## config.mk

```make
export PLATFORM = sky130hd
export DESIGN_NAME = operand_shifter
export DESIGN_NICKNAME = d
export VERILOG_FILES = /design/src/rtl/shifter_pkg.sv /design/src/rtl/shift_decode.sv /design/src/rtl/shift_core.sv /design/src/rtl/operand_shifter.sv
export SDC_FILE = /design/constraint.sdc
export NUM_CORES = 1
export LEC_CHECK = 0
export BUFFER_PORTS_ARGS = -buffer_cell sky130_fd_sc_hd__buf_2
export CORE_MARGIN = 2
export CORE_UTILIZATION = 29
export CTS_CLUSTER_DIAMETER = 60
export DETAILED_ROUTE_END_ITERATION = 7
export GPL_TIMING_DRIVEN = 0
export PLACE_DENSITY = 0.53
export SLEW_MARGIN = 5
export SYNTH_ARGS = -nofsm -noshare
export SYNTH_HDL_FRONTEND = slang
export SYNTH_HIERARCHICAL = 1
export SYNTH_SLANG_ARGS = --single-unit
```

## constraint.sdc

```tcl
create_clock -name clk -period 13.4 [get_ports clk]
set_clock_uncertainty 0.05 [all_clocks]
set_input_delay 2.68 -clock clk [delete_from_list [all_inputs] [get_ports clk]]
set_output_delay 2.68 -clock clk [all_outputs]
set_load 0.02 [all_outputs]
```

## src/rtl/shifter_pkg.sv

```systemverilog
package shifter_pkg;
  typedef enum logic [1:0] {
    SK_LSL = 2'b00,
    SK_LSR = 2'b01,
    SK_ASR = 2'b10,
    SK_ROR = 2'b11
  } shift_kind_e;

  typedef enum logic [2:0] {
    OP_PASS,
    OP_LSL,
    OP_LSR,
    OP_ASR,
    OP_ROR,
    OP_RRX
  } shift_op_e;
endpackage

```

## src/rtl/shift_decode.sv

```systemverilog
module shift_decode
  import shifter_pkg::*;
#(
  parameter int W     = 32,
  parameter int AMT_W = 8,
  parameter int IMM_W = 5
) (
  input  logic [1:0]       kind,
  input  logic [AMT_W-1:0] amount,
  input  logic             amt_is_imm,
  output shift_op_e        op,
  output logic [AMT_W-1:0] count
);
  localparam logic [AMT_W-1:0] FULL = AMT_W'(W);

  logic [IMM_W-1:0] imm_cnt;
  assign imm_cnt = amount[IMM_W-1:0];

  function automatic shift_op_e kind_to_op(input logic [1:0] k);
    case (k)
      SK_LSL:  return OP_LSL;
      SK_LSR:  return OP_LSR;
      SK_ASR:  return OP_ASR;
      default: return OP_ROR;
    endcase
  endfunction

  always_comb begin
    op    = OP_PASS;
    count = '0;
    if (amt_is_imm) begin
      if (imm_cnt == '0) begin
        // a zero immediate count aliases to a different operation
        case (kind)
          SK_LSL:  op = OP_PASS;
          SK_LSR:  begin op = OP_LSR; count = FULL; end
          SK_ASR:  begin op = OP_ASR; count = FULL; end
          default: op = OP_RRX;
        endcase
      end else begin
        op    = kind_to_op(kind);
        count = AMT_W'(imm_cnt);
      end
    end else if (amount != '0) begin
      op    = kind_to_op(kind);
      count = amount;
    end
  end
endmodule

```

## src/rtl/shift_core.sv

```systemverilog
module shift_core
  import shifter_pkg::*;
#(
  parameter int W     = 32,
  parameter int AMT_W = 8
) (
  input  shift_op_e        op,
  input  logic [AMT_W-1:0] count,
  input  logic [W-1:0]     value,
  input  logic             carry_in,
  output logic [W-1:0]     res,
  output logic             cout
);
  localparam int LW = $clog2(W);
  localparam logic [AMT_W-1:0] FULL = AMT_W'(W);

  logic [LW-1:0]  low;       // count mod W
  logic [LW-1:0]  left_idx;  // W - count, mod W
  logic [LW-1:0]  right_idx; // count - 1, mod W
  logic [2*W-1:0] dbl;

  assign low       = count[LW-1:0];
  assign left_idx  = ~low + 1'b1;
  assign right_idx = low - 1'b1;
  assign dbl       = {value, value} >> low;

  always_comb begin
    res  = value;
    cout = carry_in;
    case (op)
      OP_LSL: begin
        if (count < FULL) begin
          res  = value << count;
          cout = value[left_idx];
        end else if (count == FULL) begin
          res  = '0;
          cout = value[0];
        end else begin
          res  = '0;
          cout = 1'b0;
        end
      end
      OP_LSR: begin
        if (count <= FULL) begin
          res  = (count == FULL) ? '0 : (value >> count);
          cout = value[right_idx];
        end else begin
          res  = '0;
          cout = 1'b0;
        end
      end
      OP_ASR: begin
        if (count < FULL) begin
          res  = W'($signed(value) >>> count);
          cout = value[right_idx];
        end else begin
          res  = {W{value[W-1]}};
          cout = value[W-1];
        end
      end
      OP_ROR: begin
        res  = dbl[W-1:0];
        cout = value[right_idx];
      end
      OP_RRX: begin
        res  = {carry_in, value[W-1:1]};
        cout = value[0];
      end
      default: begin
        res  = value;
        cout = carry_in;
      end
    endcase
  end
endmodule

```

## src/rtl/operand_shifter.sv

```systemverilog
module operand_shifter
  import shifter_pkg::*;
#(
  parameter int W     = 32,
  parameter int AMT_W = 8,
  parameter int IMM_W = 5
) (
  input  logic             clk,
  input  logic             rst,
  input  logic [W-1:0]     value,
  input  logic [1:0]       kind,
  input  logic [AMT_W-1:0] amount,
  input  logic             amt_is_imm,
  input  logic             carry_in,
  output logic [W-1:0]     result,
  output logic             carry_out
);
  shift_op_e        op;
  logic [AMT_W-1:0] count;
  logic [W-1:0]     res_d;
  logic             cout_d;

  shift_decode #(.W(W), .AMT_W(AMT_W), .IMM_W(IMM_W)) u_dec (
    .kind       (kind),
    .amount     (amount),
    .amt_is_imm (amt_is_imm),
    .op         (op),
    .count      (count)
  );

  shift_core #(.W(W), .AMT_W(AMT_W)) u_core (
    .op       (op),
    .count    (count),
    .value    (value),
    .carry_in (carry_in),
    .res      (res_d),
    .cout     (cout_d)
  );

  always_ff @(posedge clk) begin
    if (rst) begin
      result    <= '0;
      carry_out <= 1'b0;
    end else begin
      result    <= res_d;
      carry_out <= cout_d;
    end
  end
endmodule

```

* After elaboration in Yosys (flattened, before gate mapping)
Cells that the tools add are included.
Widths: inputs -> output; s select.
** Word-level totals
- Flip-flop bits (word level) :: 33
- Input port bits :: 46
- Output and inout port bits :: 33
** Operators by class
- Add/sub/neg operators :: 2
- Order comparisons :: 4
- Equal/unequal tests :: 8
- Shifts and indexed selects :: 4
- Muxes and demuxes :: 23
- Bitwise operators :: 1
- Reduce and logical (&&, ||, !) cells :: 4
** Operators by type and width (number)
- $pmux 32 s5 :: 1
- $mux 32 :: 4
- $shr 64x5->32 :: 1
- $shl 32x8->32 :: 1
- $shr 32x8->32 :: 1
- $sshr 32x8->32 :: 1
- $pmux 3 s3 :: 2
- $mux 8 :: 2
- $lt 5x6->1 const B :: 2
- $mux 6 :: 2
- $bmux 1 s5 :: 2
- $mux 3 :: 3
- $eq 8x6->1 const B :: 1
- $le 8x6->1 const B :: 1
- $lt 8x6->1 const B :: 1
- $reduce_bool 8->1 :: 1
- $eq 3x2->1 const B :: 2
- $eq 3x3->1 const B :: 2
- $mux 1 :: 6
- $add 5x1->5 const B :: 1
- $logic_not 5->1 :: 1
- $not 5->5 :: 1
- $pmux 1 s5 :: 1
- $sub 5x1->5 const B :: 1
- other kinds (5) :: 5

* Depth between registers and ports, before layout
- Word-level depth :: 11
- Depth in mapped cells :: 16
- Gate-level depth less buffers :: 12

* By module
The synthesis kept the hierarchy.
** Modules (own cells, without submodules)
- shift_core :: times used 1, cells an instance 974, area an instance 6809.0 µm², seq. area each 0.0 µm²
- operand_shifter :: times used 1, cells an instance 69, area an instance 889.6 µm², seq. area each 660.6 µm²
- shift_decode :: times used 1, cells an instance 28, area an instance 191.4 µm², seq. area each 0.0 µm²

* Least setup slack after synthesis
Ideal clock, no wire load.
- Path kind :: in2reg
- Start point :: in amount[0]
- End point :: reg carry_out
- Library setup time :: 114 ps
- Arrival time :: 5905 ps
- Data required time :: 13236 ps
- Setup slack :: 7331 ps
- Cell stages on the path :: 14
- Cell sequence :: dlygate4sd3_1 buf_6 buf_6 buf_8 inv_1 buf_6 ha_1 clkbuf_1 mux4_2 mux4_2 nand4_1 nand3_1 o32a_1 nor2b_1
** Between the ends
- Longest elaborated chain between the ends :: 9
- Elaborated cells between the ends (all ways) :: 28
** RTL lines
- start: declaration :: RTL line operand_shifter.sv:12 : input logic [AMT_W-1:0] amount,
- $reduce_bool 8->1 or $logic_not 5->1 (tied branches) :: RTL line shift_decode.sv:44, shift_decode.sv:32
- $mux 8 or $mux 6 (tied branches) :: RTL line shift_decode.sv:44, shift_decode.sv:32
- $mux 8 :: RTL line shift_decode.sv:31 : if (amt_is_imm) begin
- $not 5->5 :: RTL line shift_core.sv:23 : assign left_idx = ~low + 1'b1;
- $add 5x1->5 :: RTL line shift_core.sv:23
- $bmux 1 s5 :: RTL line shift_core.sv:34 : cout = value[left_idx];
- $mux 1 (not written as such) :: RTL line shift_core.sv:34
- $mux 1 :: RTL line shift_core.sv:32 : if (count < FULL) begin
- $pmux 1 s5 (*) :: RTL line shift_core.sv:30 : case (op)
- named net cout_d :: RTL line operand_shifter.sv:21 : logic cout_d;
- end signal: assignment :: RTL line operand_shifter.sv:46 : carry_out <= cout_d;
- end: declaration :: RTL line operand_shifter.sv:16 : output logic carry_out
Mark *: on every way through the listed nets, which the timed path passes. The rest lies on a longest branch. The select of a mux whose other input is x is not followed.
A chain may end at the register's enable or synchronous reset.

* Worst setup path after layout
- Start point :: in amount[0]
- End point :: reg result[12]
** Between the ends
- Elaborated cells between the ends (all ways) :: 25
** RTL lines
- $reduce_bool 8->1 or $logic_not 5->1 (tied branches) :: RTL line shift_decode.sv:44, shift_decode.sv:32
- $mux 3 (on tied branches) :: RTL line shift_decode.sv:44, shift_decode.sv:32
- $mux 3 (*) :: RTL line shift_decode.sv:31
- named net op[2] :: RTL line operand_shifter.sv:18 : shift_op_e op;
- $eq 3x3->1, or another cell as far along :: RTL line shift_core.sv:30
- $pmux 32 s5 (*) :: RTL line shift_core.sv:30
- named net res_d[12] :: RTL line operand_shifter.sv:20 : logic [W-1:0] res_d;
- end signal: assignment :: RTL line operand_shifter.sv:45 : result <= res_d;
- end: declaration :: RTL line operand_shifter.sv:15 : output logic [W-1:0] result,
Mark *: on every way through the listed nets, which the timed path passes. The rest lies on a longest branch.

==> impl_metrics.yaml <==
clock_network:
  cts_buffers: 5
  cts_setup_buffers: 0
  cts_root_buf: "clkbuf_16"
  cts_buffer_depth: 2
  path_clk_slew_ns: 0.05
  cts_resized: 0
  ctsHoldBuffers: 0
  cts_max_level: 2
  cts.sinks: 33
  cts_tree: "built"
worst_setup_path:
  worst_path_most_repeated_cell: "clkbuf_1"
  timing.critical_path.required_ns: 13.57
  arrival_ns: 7.65
  worst-path-buf-inv: 3
  crit_family: "simple AND/OR/NAND/NOR gates"
  crit_chain: "buf_2, or4_4, or2_4, o31a_1, clkbuf_1, nor3b_2, nand2_1, nor2_1, clkbuf_1, a2111oi_0, o211ai_1, nor2b_1"
  cpPeakStageDelay_ns: 0.86
  cp-end-kind: "flip-flop"
  critPathKind: "primary input to flip-flop"
  crit_slowest_cell: "nor3b_2"
  cp-start-kind: "primary input"
  critPathMaxFanout: 10
  path_depth: 12
timing:
  finalSetupTns_ns: 0
  final.setup.worst_slack_ns: 5.91
  fmax_ghz: 0.134
  rsz0062_at_grt: "no"
  hold_viol_final: 0
  worst_slew_pin_slew_ns: 1.22
  fin_crit_ns: 7.49
  setup_violations: 0
  drv_slew: 0
  period_share_pct: 55.9
  slew_headroom_pct: 16.3
synth:
  synthTopCellsByCount: "nor2_1, nand2_1, a21oi_1"
  synth_area_leaders: "mux4_2, mux2i_1, dfxtp_1"
  ys_seq_area_share_pct: 8.37
  avgSynthCellArea_um2: 7.37
  synth-main-ff-cell: "dfxtp_1"
  synth-seq-cells: 33
  syn_inst: 1071
  synth_top_cell_area_share_pct: 19.1
  syn-cell-area_mm2: 0.00789
  synth-async-reset-ratio_pct: 0
  synthesis.nets: 1121
  synth.distinct_cells: 78
  synth.most_common_cell: "nor2_1"
  synth_top_area_cell: "mux4_2"
  synth-edff-count: 0
  ys_warn_count: 6
pwr:
  power_density_mw_per_mm2: 78.6
  power.share.sequential_pct: 16.1
  clkPwrFrac_pct: 15.8
  finalPower_uw: 695
  p_switching_uw: 365
  power_frac_comb_pct: 68.1
  internal_power_uw: 330
  peakVddDrop_mv: 0.0433
  p_leak_uw: 0.00330
  swShare_pct: 52.5
final_layout:
  nets: 1205
  drive_above_1_share_pct: 18.9
  area_delta_synth_final_pct: 12.1
  final_cell_area_mm2: 0.00884
route:
  via_per_inst: 7.01
  vias: 10506
  dr.pass1.iters: 6
  drc: 0
  drt_wl_total_um: 55200
  detail_route.wl_per_cell_um: 36.8
  drt_iter0_drc: 1820
  ant_nets: 0
placement:
  dp_slack_ns: 6.01
  hpwl_um: 41800
  numPortBuffers: 77
  place_congestion: 1.12
  placed_area_mm2: 0.00870
die:
  ios: 79
  start_util_pct: 29.4
  dieArea_mm2: 0.0285
  rows: 60
  core_mm2: 0.0268
  die_w_um: 169
  die_h_um: 169
global_routing:
  grt_max_degree: 11
  antenna_found_initial: 1
  grt_pass1_wl_um: 76900
  grt.total_usage_pct: 38.0
  grt_pass1_vias: 9894
  overflow: 0
run:
  cap_violations: 0
status:
  status: "completed"
worst_hold_path:
  whs_path_depth: 2
  hold_class: "primary input to flip-flop"
-- cells in the final DEF, fill, tap and decap left out, types with 16 or more instances in the layout --
| cell | instances |
|---|---|
| nor2_1 | 156 |
| buf_2 | 99 |
| nand2_1 | 97 |
| a21oi_1 | 90 |
| clkbuf_1 | 88 |
| mux2i_1 | 69 |
| mux4_2 | 67 |
| o21ai_0 | 50 |
| nor2b_1 | 46 |
| dfxtp_1 | 33 |
| a21o_1 | 26 |
| nand3_1 | 24 |
| nor3_1 | 22 |
| o22ai_1 | 20 |
| o21ai_1 | 17 |
| a211oi_1 | 16 |
| a31oi_1 | 16 |
-- registers in the layout, indices dropped and copies added, names as in the netlist --
register and count:
result 32, carry_out 1
-- area by class of cell --
class	count	area, um^2
clock inverter	2	10.0
sequential	33	661
clock buffer	6	129
buffer	137	656
tap	341	427
fill	2950	18000
antenna	1	2.50
inverter	11	41.3
timing repair buffer	77	385
multi-input combinational	890	6530
-- layer usage --
| metal | part of all wire, % | vias to the layer above | wire length, um | track usage, % |
|---|---|---|---|---|
| met5 | 0 | - | 0 | 0 |
| met4 | 7.9 | 0 | 4390 | 23.9 |
| met3 | 14 | 262 | 7770 | 11.7 |
| met2 | 40 | 1054 | 21900 | 54.2 |
| met1 | 38 | 4983 | 21200 | 49.8 |
| li1 | - | 4207 | - | - |
-- logic make-up after synthesis --
family,Yosys count,share of synthesized area (%)
simple gates,392,23.0
compound gates,338,28.2
mux,151,30.2
buf+inv,148,8.83
flops,33,8.37
xor+xnor,5,0.650
fa+ha+maj,4,0.634
-- power by group through the flow --
stage	Clock [uW]	Sequential, uW	Combinational, uW
detailed placement	0	114	444
finish	110	112	474
CTS	113	112	446
global route	115	113	482
global placement	0	114	451
floorplan	0	131	258
-- path summary, 6_finish.rpt --
kind	startpoint	endpoint
setup / recovery	amount[0]	result[12]
hold / removal	rst	result[29]
-- metrics by stage --
stage / utilization (%) / hold WS (ns) / cells
6_report: 33.0 / 2.62 / 1498
4_1_cts: 33.0 / 2.62 / 1497
3_5_place_dp: 32.5 / 2.91 / 1489
3_3_place_gp: 32.5 / 2.91 / 1489
2_1_floorplan: - / 2.70 / 1071
5_1_grt: 33.0 / 2.64 / 1497
Power figures use the tool's default switching activity.
